--- src/rtl/dsi_tx_pkg.sv ---
package dsi_tx_pkg;
  localparam int WORD_BYTES = 4;
  localparam int HDR_BYTES  = 4;

  typedef enum logic [1:0] {
    RES_OK      = 2'd0,
    RES_REJECT  = 2'd1,
    RES_TX_TMO  = 2'd2,
    RES_RSP_TMO = 2'd3
  } res_code_t;

  typedef enum logic [2:0] {
    S_IDLE, S_FRST, S_HDR, S_PAY, S_TRIG, S_BTA, S_WRSP, S_DONE
  } eng_state_t;
endpackage

--- src/rtl/dsi_hdr_ecc.sv ---
module dsi_hdr_ecc (
  input  logic [23:0] hdr,
  output logic [7:0]  ecc
);
  // parity-bit coverage masks over the 24 header bits
  localparam logic [23:0] PMASK [0:5] = '{
    24'hF12CB7, 24'hF2555B, 24'h749A6D,
    24'hB8E38E, 24'hDF03F0, 24'hEFFC00
  };

  for (genvar k = 0; k < 6; k++) begin : g_par
    assign ecc[k] = ^(hdr & PMASK[k]);
  end
  assign ecc[7:6] = 2'b00;
endmodule

--- src/rtl/dsi_crc16.sv ---
module dsi_crc16 #(
  parameter logic [15:0] POLY = 16'h8408,
  parameter logic [15:0] SEED = 16'hFFFF
) (
  input  logic        clk,
  input  logic        rst_n,
  input  logic        init,
  input  logic        en,
  input  logic [7:0]  din,
  output logic [15:0] crc
);
  logic [15:0] crc_q, nxt;

  always_comb begin
    nxt = crc_q ^ {8'h00, din};
    for (int b = 0; b < 8; b++) begin
      nxt = nxt[0] ? ((nxt >> 1) ^ POLY) : (nxt >> 1);
    end
  end

  always_ff @(posedge clk or negedge rst_n) begin
    if (!rst_n)    crc_q <= SEED;
    else if (init) crc_q <= SEED;
    else if (en)   crc_q <= nxt;
  end

  assign crc = crc_q;
endmodule

--- src/rtl/dsi_word_packer.sv ---
module dsi_word_packer #(
  parameter int LANES = dsi_tx_pkg::WORD_BYTES
) (
  input  logic               clk,
  input  logic               rst_n,
  input  logic               in_valid,
  output logic               in_ready,
  input  logic [7:0]         in_data,
  input  logic               in_last,
  output logic               out_valid,
  input  logic               out_ready,
  output logic [8*LANES-1:0] out_data
);
  localparam int IDX_W = (LANES > 1) ? $clog2(LANES) : 1;

  logic [IDX_W-1:0]       idx_q;
  logic                   full_q;
  logic [LANES-1:0][7:0]  word_q;

  assign in_ready  = !full_q;
  assign out_valid = full_q;
  assign out_data  = word_q;

  always_ff @(posedge clk or negedge rst_n) begin
    if (!rst_n) begin
      idx_q  <= '0;
      full_q <= 1'b0;
      word_q <= '0;
    end else begin
      if (full_q && out_ready) begin
        full_q <= 1'b0;
        word_q <= '0;
      end
      if (in_valid && !full_q) begin
        word_q[idx_q] <= in_data;
        if (in_last || idx_q == IDX_W'(LANES - 1)) begin
          full_q <= 1'b1;
          idx_q  <= '0;
        end else begin
          idx_q <= idx_q + 1'b1;
        end
      end
    end
  end


  pk_hold_chk: assert property (@(posedge clk) disable iff (!rst_n)
    out_valid && !out_ready |=> out_valid && $stable(out_data));


  pk_align_chk: assert property (@(posedge clk) disable iff (!rst_n)
    out_valid && out_ready |=> idx_q == '0);
endmodule

--- src/rtl/dsi_cmd_tx.sv ---
module dsi_cmd_tx
  import dsi_tx_pkg::*;
#(
  parameter int HOST_WORDS  = 64,
  parameter int VIDEO_WORDS = 480,
  parameter int TMO_CYCLES  = 250,
  parameter int WC_W        = 16
) (
  input  logic            clk,
  input  logic            rst_n,
  input  logic            cmd_valid,
  output logic            cmd_ready,
  input  logic [23:0]     cmd_hdr,
  input  logic            cmd_long,
  input  logic            cmd_crc_en,
  input  logic            cmd_reply,
  input  logic            pl_valid,
  output logic            pl_ready,
  input  logic [7:0]      pl_data,
  output logic            out_valid,
  input  logic            out_ready,
  output logic [31:0]     out_data,
  output logic            out_sel,
  input  logic            fifo_uflow,
  input  logic            fifo_oflow,
  output logic            fifo_reset,
  output logic            tx_trig,
  input  logic            tx_done,
  output logic            bta_req,
  input  logic [4:0]      rsp_count,
  output logic            res_valid,
  output logic [1:0]      res_code,
  output logic [WC_W:0]   res_size
);
  localparam int PW    = WC_W + 1;
  localparam int SZ_W  = WC_W + 3;
  localparam int RES_W = WC_W + 1;
  localparam int TMR_W = $clog2(TMO_CYCLES + 1);
  localparam logic [SZ_W-1:0] VID_BYTES = SZ_W'(VIDEO_WORDS * WORD_BYTES);
  localparam logic [SZ_W-1:0] HOST_LIM  = SZ_W'(HOST_WORDS);

  eng_state_t        state;
  logic [23:0]       hdr_q;
  logic [WC_W-1:0]   wc_q;
  logic              long_q, reply_q, sel_q, last_in_q;
  logic [PW-1:0]     tot_q, bcnt_q;
  logic [TMR_W-1:0]  timer_q;
  res_code_t         res_code_q;
  logic [RES_W-1:0]  res_size_q;

  // size classification of the offered command
  logic [WC_W-1:0]   wc_in;
  logic [PW-1:0]     pay_in;
  logic [SZ_W-1:0]   bytes_in, words_in;
  logic              oversize, vid_in, accept;

  always_comb begin
    wc_in    = cmd_hdr[23:8];
    pay_in   = cmd_long ? (PW'(wc_in) + (cmd_crc_en ? PW'(2) : PW'(0))) : '0;
    bytes_in = SZ_W'(pay_in) + SZ_W'(HDR_BYTES);
    words_in = (bytes_in + SZ_W'(WORD_BYTES - 1)) >> 2;
    oversize = bytes_in > VID_BYTES;
    vid_in   = words_in > HOST_LIM;
  end

  assign cmd_ready = (state == S_IDLE);
  assign accept    = cmd_valid && cmd_ready;

  // byte source feeding the packer: payload, then checksum
  logic        from_pl, src_valid, src_last, src_fire;
  logic [7:0]  src_data;
  logic [15:0] crc;
  logic        pk_in_ready, pk_out_valid, pk_out_ready;
  logic [31:0] pk_out_data;
  logic [7:0]  ecc;

  always_comb begin
    from_pl   = bcnt_q < PW'(wc_q);
    src_valid = (state == S_PAY) && !last_in_q && (from_pl ? pl_valid : 1'b1);
    src_last  = bcnt_q == (tot_q - 1'b1);
    src_data  = from_pl ? pl_data : ((bcnt_q == PW'(wc_q)) ? crc[7:0] : crc[15:8]);
  end

  assign src_fire     = src_valid && pk_in_ready;
  assign pl_ready     = (state == S_PAY) && !last_in_q && from_pl && pk_in_ready;
  assign pk_out_ready = (state == S_PAY) && out_ready;

  dsi_hdr_ecc u_ecc (.hdr(hdr_q), .ecc(ecc));

  dsi_crc16 u_crc (
    .clk(clk), .rst_n(rst_n), .init(accept),
    .en(src_fire && from_pl), .din(pl_data), .crc(crc)
  );

  dsi_word_packer #(.LANES(WORD_BYTES)) u_pack (
    .clk(clk), .rst_n(rst_n),
    .in_valid(src_valid), .in_ready(pk_in_ready), .in_data(src_data), .in_last(src_last),
    .out_valid(pk_out_valid), .out_ready(pk_out_ready), .out_data(pk_out_data)
  );

  assign out_valid  = (state == S_HDR) || ((state == S_PAY) && pk_out_valid);
  assign out_data   = (state == S_HDR) ? {ecc, hdr_q} : pk_out_data;
  assign out_sel    = sel_q;
  assign fifo_reset = (state == S_FRST);
  assign tx_trig    = (state == S_TRIG);
  assign bta_req    = (state == S_BTA);
  assign res_valid  = (state == S_DONE);
  assign res_code   = res_code_q;
  assign res_size   = res_size_q;

  always_ff @(posedge clk or negedge rst_n) begin
    if (!rst_n) begin
      state      <= S_IDLE;
      hdr_q      <= '0;
      wc_q       <= '0;
      long_q     <= 1'b0;
      reply_q    <= 1'b0;
      sel_q      <= 1'b0;
      last_in_q  <= 1'b0;
      tot_q      <= '0;
      bcnt_q     <= '0;
      timer_q    <= '0;
      res_code_q <= RES_OK;
      res_size_q <= '0;
    end else begin
      case (state)
        S_IDLE: if (accept) begin
          hdr_q     <= cmd_hdr;
          wc_q      <= wc_in;
          long_q    <= cmd_long;
          reply_q   <= cmd_reply;
          tot_q     <= pay_in;
          sel_q     <= vid_in;
          bcnt_q    <= '0;
          last_in_q <= 1'b0;
          if (oversize) begin
            res_code_q <= RES_REJECT;
            res_size_q <= '0;
            state      <= S_DONE;
          end else if (fifo_uflow || fifo_oflow) begin
            state <= S_FRST;
          end else begin
            state <= S_HDR;
          end
        end
        S_FRST: state <= S_HDR;
        S_HDR: if (out_ready) begin
          timer_q <= '0;
          state   <= (tot_q != '0) ? S_PAY : S_TRIG;
        end
        S_PAY: begin
          if (src_fire) begin
            bcnt_q <= bcnt_q + 1'b1;
            if (src_last) last_in_q <= 1'b1;
          end
          if (pk_out_valid && out_ready && last_in_q) begin
            timer_q <= '0;
            state   <= S_TRIG;
          end
        end
        S_TRIG: begin
          if (tx_done) begin
            if (reply_q) begin
              state <= S_BTA;
            end else begin
              res_code_q <= RES_OK;
              res_size_q <= long_q ? (RES_W'(wc_q) + RES_W'(HDR_BYTES)) : RES_W'(HDR_BYTES);
              state      <= S_DONE;
            end
          end else if (timer_q == TMR_W'(TMO_CYCLES - 1)) begin
            res_code_q <= RES_TX_TMO;
            res_size_q <= '0;
            state      <= S_DONE;
          end else begin
            timer_q <= timer_q + 1'b1;
          end
        end
        S_BTA: begin
          timer_q <= '0;
          state   <= S_WRSP;
        end
        S_WRSP: begin
          if (rsp_count != 5'd0) begin
            res_code_q <= RES_OK;
            res_size_q <= RES_W'(rsp_count);
            state      <= S_DONE;
          end else if (timer_q == TMR_W'(TMO_CYCLES - 1)) begin
            res_code_q <= RES_RSP_TMO;
            res_size_q <= '0;
            state      <= S_DONE;
          end else begin
            timer_q <= timer_q + 1'b1;
          end
        end
        S_DONE:  state <= S_IDLE;
        default: state <= S_IDLE;
      endcase
    end
  end


  hdr_hold_chk: assert property (@(posedge clk) disable iff (!rst_n)
    out_valid && !out_ready |=> out_valid && $stable(out_data) && $stable(out_sel));


  trig_hold_chk: assert property (@(posedge clk) disable iff (!rst_n)
    tx_trig && !tx_done |=> tx_trig || (res_valid && res_code == RES_TX_TMO));


  bta_pulse_chk: assert property (@(posedge clk) disable iff (!rst_n)
    bta_req |=> !bta_req && !tx_trig);


  reset_then_hdr_chk: assert property (@(posedge clk) disable iff (!rst_n)
    fifo_reset |=> out_valid && !fifo_reset);


  reject_direct_chk: assert property (@(posedge clk) disable iff (!rst_n)
    res_valid && res_code == RES_REJECT |-> $past(cmd_ready) && res_size == '0);


  res_pulse_chk: assert property (@(posedge clk) disable iff (!rst_n)
    res_valid |=> !res_valid);


  no_write_in_trig_chk: assert property (@(posedge clk) disable iff (!rst_n)
    tx_trig |-> !out_valid && !pl_ready);
endmodule

--- config.mk ---
export PLATFORM = sky130hd
export DESIGN_NAME = dsi_cmd_tx
export DESIGN_NICKNAME = d
export VERILOG_FILES = /design/src/rtl/dsi_tx_pkg.sv /design/src/rtl/dsi_hdr_ecc.sv /design/src/rtl/dsi_crc16.sv /design/src/rtl/dsi_word_packer.sv /design/src/rtl/dsi_cmd_tx.sv
export SDC_FILE = /design/constraint.sdc
export NUM_CORES = 1
export LEC_CHECK = 0
export CORE_ASPECT_RATIO = 0.8
export CORE_MARGIN = 2
export CORE_UTILIZATION = 31
export DETAILED_ROUTE_END_ITERATION = 8
export DONT_BUFFER_PORTS = 1
export PLACE_DENSITY = 0.45
export SYNTH_ARGS = -nofsm -noshare
export SYNTH_HDL_FRONTEND = slang
export SYNTH_SLANG_ARGS = --single-unit
export TNS_END_PERCENT = 5
--- constraint.sdc ---
create_clock -name clk -period 3.3 [get_ports clk]
set_input_delay 0 -clock clk [delete_from_list [all_inputs] [get_ports clk]]
set_output_delay 0 -clock clk [all_outputs]
set_load 0.005 [all_outputs]
==> results.json, run 1 <==
{
  "synthCells": 1181,
  "coreArea_sq_um": 31600,
  "min_path_type": "primary input to register",
  "status": "finished, final reports clean",
  "endpoint_kind": "register",
  "crit_family": "compound AO/OA/AOI/OAI gates",
  "grt_pass1_vias": 8707,
  "multiInputGateArea_sq_um": 6040,
  "worst_pin_slew_ns": 0.784,
  "vias": 9137,
  "syn_area_per_cell_sq_um": 8.44,
  "ir_drop_mv": 0.305,
  "ys_warn_count": 0,
  "p_leak_nw": 5.16,
  "drt-initial-drc-count": 625,
  "synth.distinct_cells": 86,
  "seq_area_sq_um": 3600,
  "finalCritPeriodShare_pct": 95.2,
  "hold_path_end": "tot_q[3]",
  "slew_violations": 0,
  "antenna_found_initial": 0,
  "cts_buffers": 17,
  "layout_min_cycle_time_ns": 3.14,
  "post-route-drc-count": 0,
  "io_buffers": 0,
  "fmax_mhz": 318,
  "gp_congestion": 0.873,
  "finalClockSkew_ns": 0.0150,
  "power.density_nw_per_um2": 338,
  "drt_pass1_iterations": 5,
  "drive_above_1_share_pct": 13.2,
  "ys_ff_latch": 143,
  "clockBufferDepth": 2,
  "finalPower_w": 0.00407,
  "synth.area.top_cells": "dfrtp_1 32%, xnor2_1 7.8%, nand2_1 7.6%",
  "slew_headroom_pct": 47.7,
  "hold_start": "cmd_hdr[11]",
  "r2r-start": "tot_q[8]",
  "ys.flop_type": "dfrtp_1",
  "clock-sinks": 143,
  "die_h_um": 164,
  "grt_pass1_wl_um": 53100,
  "min_delay_path_depth": 3,
  "crit_type": "primary input to register",
  "drtAntennaViolNets": 0,
  "required_ns": 3.62,
  "r2r_slack_ns": 0.29,
  "cpPeakStageDelay_ns": 0.54,
  "dpl.hpwl_um": 25000,
  "die_x_um": 204,
  "utilization_pct": 38.1,
  "grt_max_degree": 144,
  "crit_cells": 15,
  "crit_top_cell": "ha_1",
  "vias_per_cell": 5.37,
  "drt_wl_total_um": 34600,
  "cts_root_buffer": "clkbuf_16",
  "r2r_cells": 10,
  "crit_chain": "dlygate4sd3_1 -> ha_1 -> ha_4 -> xor2_2 -> and2_4 -> ha_1 -> nor3_2 -> nand4b_1 -> o22ai_2 -> and4_1 -> nand2_1 -> a2111o_1 -> a221oi_1 -> o21a_1 -> o22ai_1",
  "initial_core_util_pct": 31.6,
  "crit_path_top_delay_cell": "dlygate4sd3_1",
  "fillers": 3269,
  "critPathArrivalTime_ns": 3.46,
  "yosysTopAreaCell": "dfrtp_1",
  "htreeDepth": 4,
  "n_antenna_cell": 0,
  "yosysSeqAreaShare_pct": 36.1,
  "area_growth_pct": 20.7,
  "synth.top_cell.area_share_pct": 31.9,
  "die_area_sq_um": 33600,
  "synth_area_sq_um": 9970,
  "nets": 1352,
  "ios": 107,
  "yosysMostFrequentCell": "nand2_1",
  "synth_commonest_cells": "202 x nand2_1, 127 x dfrtp_1, 111 x o21ai_0, 89 x xnor2_1, 75 x nand3_1",
  "synth-async-reset-ratio_pct": 100,
  "cts_tree": "yes",
  "path_buf_inv": 1,
  "wl_per_cell_um": 20.3,
  "crit_path_start_kind": "primary input",
  "setup_violations": 0,
  "gr-total-overflow": 0,
  "hold_viol": 0,
  "clk_latency_ns": 0.45,
  "synth-edff-count": 0,
  "clk_pin_slew_ns": 0.06,
  "worstReg2RegEnd": "u_pack.idx_q[0]",
  "worstPathMaxFanout": 7,
  "cap_violations": 0,
  "synth_nets": 1265,
  "grt_usage_pct": 20.9,
  "rows": 58
}
logic make-up (layout without fill, tap and decap cells):
family,count (synthesis),count (layout),synth area share [%]
buffers and inverters,98,198,3.99
flip-flops,143,143,36.1
multiplexers,18,18,1.96
AO/OA/AOI/OAI,301,301,20.1
AND/OR/NAND/NOR,467,467,22.9
adder cells (fa/ha/maj),36,36,4.52
XOR/XNOR,118,118,10.4
worst max-delay path by stage:
| stage | slack (ns) | end | from |
|---|---|---|---|
| 2_1_floorplan | 0.001 | res_code[0] | cmd_hdr[9] |
| 3_3_place_gp | 0.19 | out_sel | cmd_hdr[9] |
| 3_5_place_dp | 0.14 | out_sel | cmd_hdr[9] |
| 4_1_cts | 0.05 | res_size[6] | cmd_crc_en |
| 5_1_grt | -0.02 | res_code[1] | cmd_crc_en |
| 6_report | 0.16 | out_sel | cmd_crc_en |
flip-flops by register name (all words and copies together), names as in the netlist:
signal            flops
bcnt_q               17
hdr_q                24
last_in_q             1
long_q                1
out_sel               1
reply_q               1
res_code              2
res_size             17
state                 3
timer_q               8
tot_q                17
u_crc.crc            16
u_pack.idx_q          2
u_pack.out_data      32
u_pack.out_valid      1
final cells by class:
cell class | count | area share [%]
repair buffers | 122 | 9.07
clock inverters | 14 | 1.40
flip-flops and latches | 143 | 29.9
clock buffers | 18 | 3.57
multi-input cells | 940 | 50.2
inverters | 44 | 1.40
well taps | 420 | 4.37
power breakdown:
part           internal, W  switching, W  leakage [nW]  total (W)
Combinational     0.000121      0.000179          3.05   0.000300
Clock              0.00119      0.000828         0.290    0.00202
Sequential         0.00175             0          1.81    0.00175
Total              0.00306       0.00101          5.16    0.00407
worst reg2reg max path, cell delays in order (launching register included):
cell	delay [ns]
dfrtp_1	0.41
or3_1	0.42
or3_1	0.44
nor4_2	0.26
mux2i_1	0.11
a2111oi_0	0.34
a31oi_1	0.10
nor4_2	0.37
o211ai_1	0.22
nand2_1	0.17
nor2_1	0.06
layout by cell type, fill, tap and decap left out, types with 17 or more instances in the layout:
| cell | instances |
|---|---|
| xnor2_1 | 89 |
| a21oi_1 | 56 |
| nand2_1 | 201 |
| buf_4 | 66 |
| dfrtp_1 | 127 |
| nor2_1 | 57 |
| o31ai_1 | 18 |
| ha_1 | 35 |
| dlygate4sd3_1 | 52 |
| xor2_1 | 27 |
| nand3_1 | 75 |
| inv_1 | 41 |
| clkbuf_16 | 17 |
| o21ai_0 | 110 |
per-stage QoR:
step	area (sq um)	hold slack (ns)	setup TNS [ns]	std cells	setup WS (ns)
after CTS	12000	0.0274	0	1700	0.0536
after detailed placement	10800	-0.287	0	1614	0.143
final	12000	0.0200	0	1701	0.159
after global routing	12000	0.0387	-0.0210	1701	-0.0187
after global placement	10800	-0.290	0	1614	0.188
after floorplan	9990	-0.296	0	1181	0.00145
layer usage:
metal,GRT usage [%],wire length [um]
met1,31.3,17800
met2,31.0,14800
met3,3.65,1600
met4,5.20,419
met5,0,0
repair_timing:
item                                    4_1_cts  5_1_grt
buffers inserted                              0        1
hold buffers                                 54        0
hold endpoints to repair                    250        0
endpoints found under the setup margin        0       22
gates resized for setup                       0       14
Power figures use the tool's default switching activity.
==> inputs of run 2 (changes only) <==
- CORE_MARGIN: 2 -> default
==> results.json, run 2 (synthesized netlist as in run 1, its figures left out) <==
{
  "drt-initial-drc-count": 598,
  "vias": 9137,
  "rsz0062_at_grt": "true",
  "drt_wl_total_um": 34900,
  "finalPower_w": 0.00411,
  "cap_violations": 0,
  "area_growth_pct": 20.0,
  "die_x_um": 202,
  "clock-sinks": 143,
  "drive_above_1_share_pct": 12.3,
  "clockBufferDepth": 2,
  "largest_reg_flops": 32,
  "worstReg2RegEnd": "u_pack.idx_q[1]",
  "drtAntennaViolNets": 0,
  "clk_latency_ns": 0.45,
  "pwr-share-comb_pct": 7.3,
  "vias_per_cell": 5.39,
  "power_frac_clock_pct": 50.1,
  "status": "finished, final reports clean",
  "hold_start": "cmd_hdr[20]",
  "power_switching_share_pct": 24.5,
  "internal_power_w": 0.00310,
  "die_area_sq_um": 32900,
  "critPathArrivalTime_ns": 3.46,
  "die_h_um": 162,
  "gr-total-overflow": 0,
  "wl_met3_um": 1860,
  "crit_path_start_kind": "primary input",
  "p_leak_nw": 5.13,
  "pre_cts_slack_ns": 0.153,
  "multiInputGateArea_sq_um": 6010,
  "seqPwrFrac_pct": 42.6,
  "fmax_mhz": 318,
  "post-route-drc-count": 0,
  "finalClockSkew_ns": 0.0104,
  "worst_pin_slew_ns": 0.811,
  "layout_commonest_cell": "nand2_1",
  "top_layer": "met4",
  "fillers": 3295,
  "cts_tree": "yes",
  "clk_pin_slew_ns": 0.06,
  "wl_per_cell_um": 20.6,
  "cts_buffers": 17,
  "min_delay_path_depth": 4,
  "grt_usage_pct": 21.5,
  "finalCritPeriodShare_pct": 95.3,
  "ios": 107,
  "rows": 58,
  "grt_max_degree": 144,
  "finalWorstSetupSlack_ns": 0.155,
  "n_antenna_cell": 0,
  "coreArea_sq_um": 31500,
  "cts_root_buffer": "clkbuf_16",
  "worstPathMaxFanout": 7,
  "slew_violations": 0,
  "power.density_nw_per_um2": 344,
  "hold_path_end": "tot_q[12]",
  "initial_core_util_pct": 31.6,
  "r2r-start": "tot_q[10]",
  "antenna_found_initial": 0,
  "ir_drop_mv": 0.280,
  "r2r_slack_ns": 0.29,
  "htreeDepth": 4,
  "io_buffers": 0,
  "grt_pass1_vias": 8592,
  "gp_congestion": 0.929,
  "min_path_type": "primary input to register",
  "slew_headroom_pct": 45.9,
  "wl_met1_um": 17600,
  "nets": 1347,
  "r2r_cells": 10,
  "netSwitchingPower_w": 0.00101,
  "cts_setup_buffers": 0,
  "most-common-layout-cells": "201 x nand2_1, 127 x dfrtp_1, 110 x o21ai_0",
  "drt_pass1_iterations": 5,
  "required_ns": 3.62,
  "grt_pass1_wl_um": 53500,
  "hold_viol": 0,
  "seq_area_sq_um": 3600,
  "crit_type": "primary input to register",
  "layout_min_cycle_time_ns": 3.14,
  "dpl.hpwl_um": 25100,
  "endpoint_kind": "register",
  "setup_violations": 0,
  "met2_length_um": 14900
}
## run 2: changes by cell type in the layout (fill, tap and decap cells not counted), moves of 2 or more
cell | previous run | this run
a21oi_2 | 2 | 5
dlygate4sd3_1 | 52 | 54
clkinv_2 | 4 | 2
buf_4 | 66 | 60
a21oi_1 | 56 | 53
clkbuf_8 | 0 | 2
## run 2: layer usage
metal  up-vias  track usage, %
li1       4395               -
met1      4424            32.2
met2       279            31.3
met3        39            3.76
met4         0            6.22
met5         -               0
## run 2: how the worst max path moves through the flow
stage                           start                   to  slack [ns]  cells past startpoint
after floorplan            cmd_hdr[9]          res_code[0]       0.001                     16
after CTS                    cmd_long          res_size[2]        0.04                     11
final                     cmd_hdr[10]              out_sel        0.16                     14
after detailed placement   cmd_hdr[9]              out_sel        0.15                     16
after global routing      cmd_hdr[10]              out_sel        -0.1                     14
after global placement       hdr_q[9]  u_pack.out_data[19]        0.19                     12
## run 2: layout make-up
type	count	share of cell area (%)
multi-input combinational	940	50.3
sequential	143	30.1
timing repair buffer	117	8.72
tap	420	4.40
clock buffer	20	3.82
inverter	44	1.38
clock inverter	12	1.33
## run 2: critical path, stage by stage
cell and delay [ns]:
dlygate4sd3_1 0.61, ha_4 0.21, xor2_1 0.17, and2_1 0.21, ha_1 0.28, nor3_1 0.31
nand4b_1 0.13, o22ai_1 0.35, and4_1 0.29, nand2_1 0.10, a2111o_1 0.31, a221oi_1 0.25
o21a_1 0.16, o22ai_1 0.08
## run 2: power groups by stage
stage	Clock [W]	Sequential [W]	Combinational [W]
after floorplan	0	0.00179	0.000150
after global placement	0	0.00179	0.000187
after detailed placement	0	0.00179	0.000185
after CTS	0.00212	0.00175	0.000297
after global routing	0.00217	0.00175	0.000324
final	0.00206	0.00175	0.000299
## run 2: stage by stage
step | utilization (%) | setup TNS, ns | instances | instance area (sq um) | hold slack, ns
3_3_place_gp | 34.1 | 0 | 1608 | 10700 | -0.287
3_5_place_dp | 34.1 | 0 | 1608 | 10700 | -0.288
4_1_cts | 37.9 | 0 | 1695 | 11900 | 0.00378
2_1_floorplan | - | 0 | 1181 | 9990 | -0.296
5_1_grt | 38.0 | -0.0988 | 1696 | 12000 | 0.0414
6_report | 38.0 | 0 | 1696 | 12000 | 0.0322
## run 2: what timing repair did
item / 4_1_cts / 5_1_grt
hold buffers: 55 / 1
gates resized for setup: 0 / 8
endpoints found under the hold margin: 250 / 1
setup endpoints to repair: 0 / 37
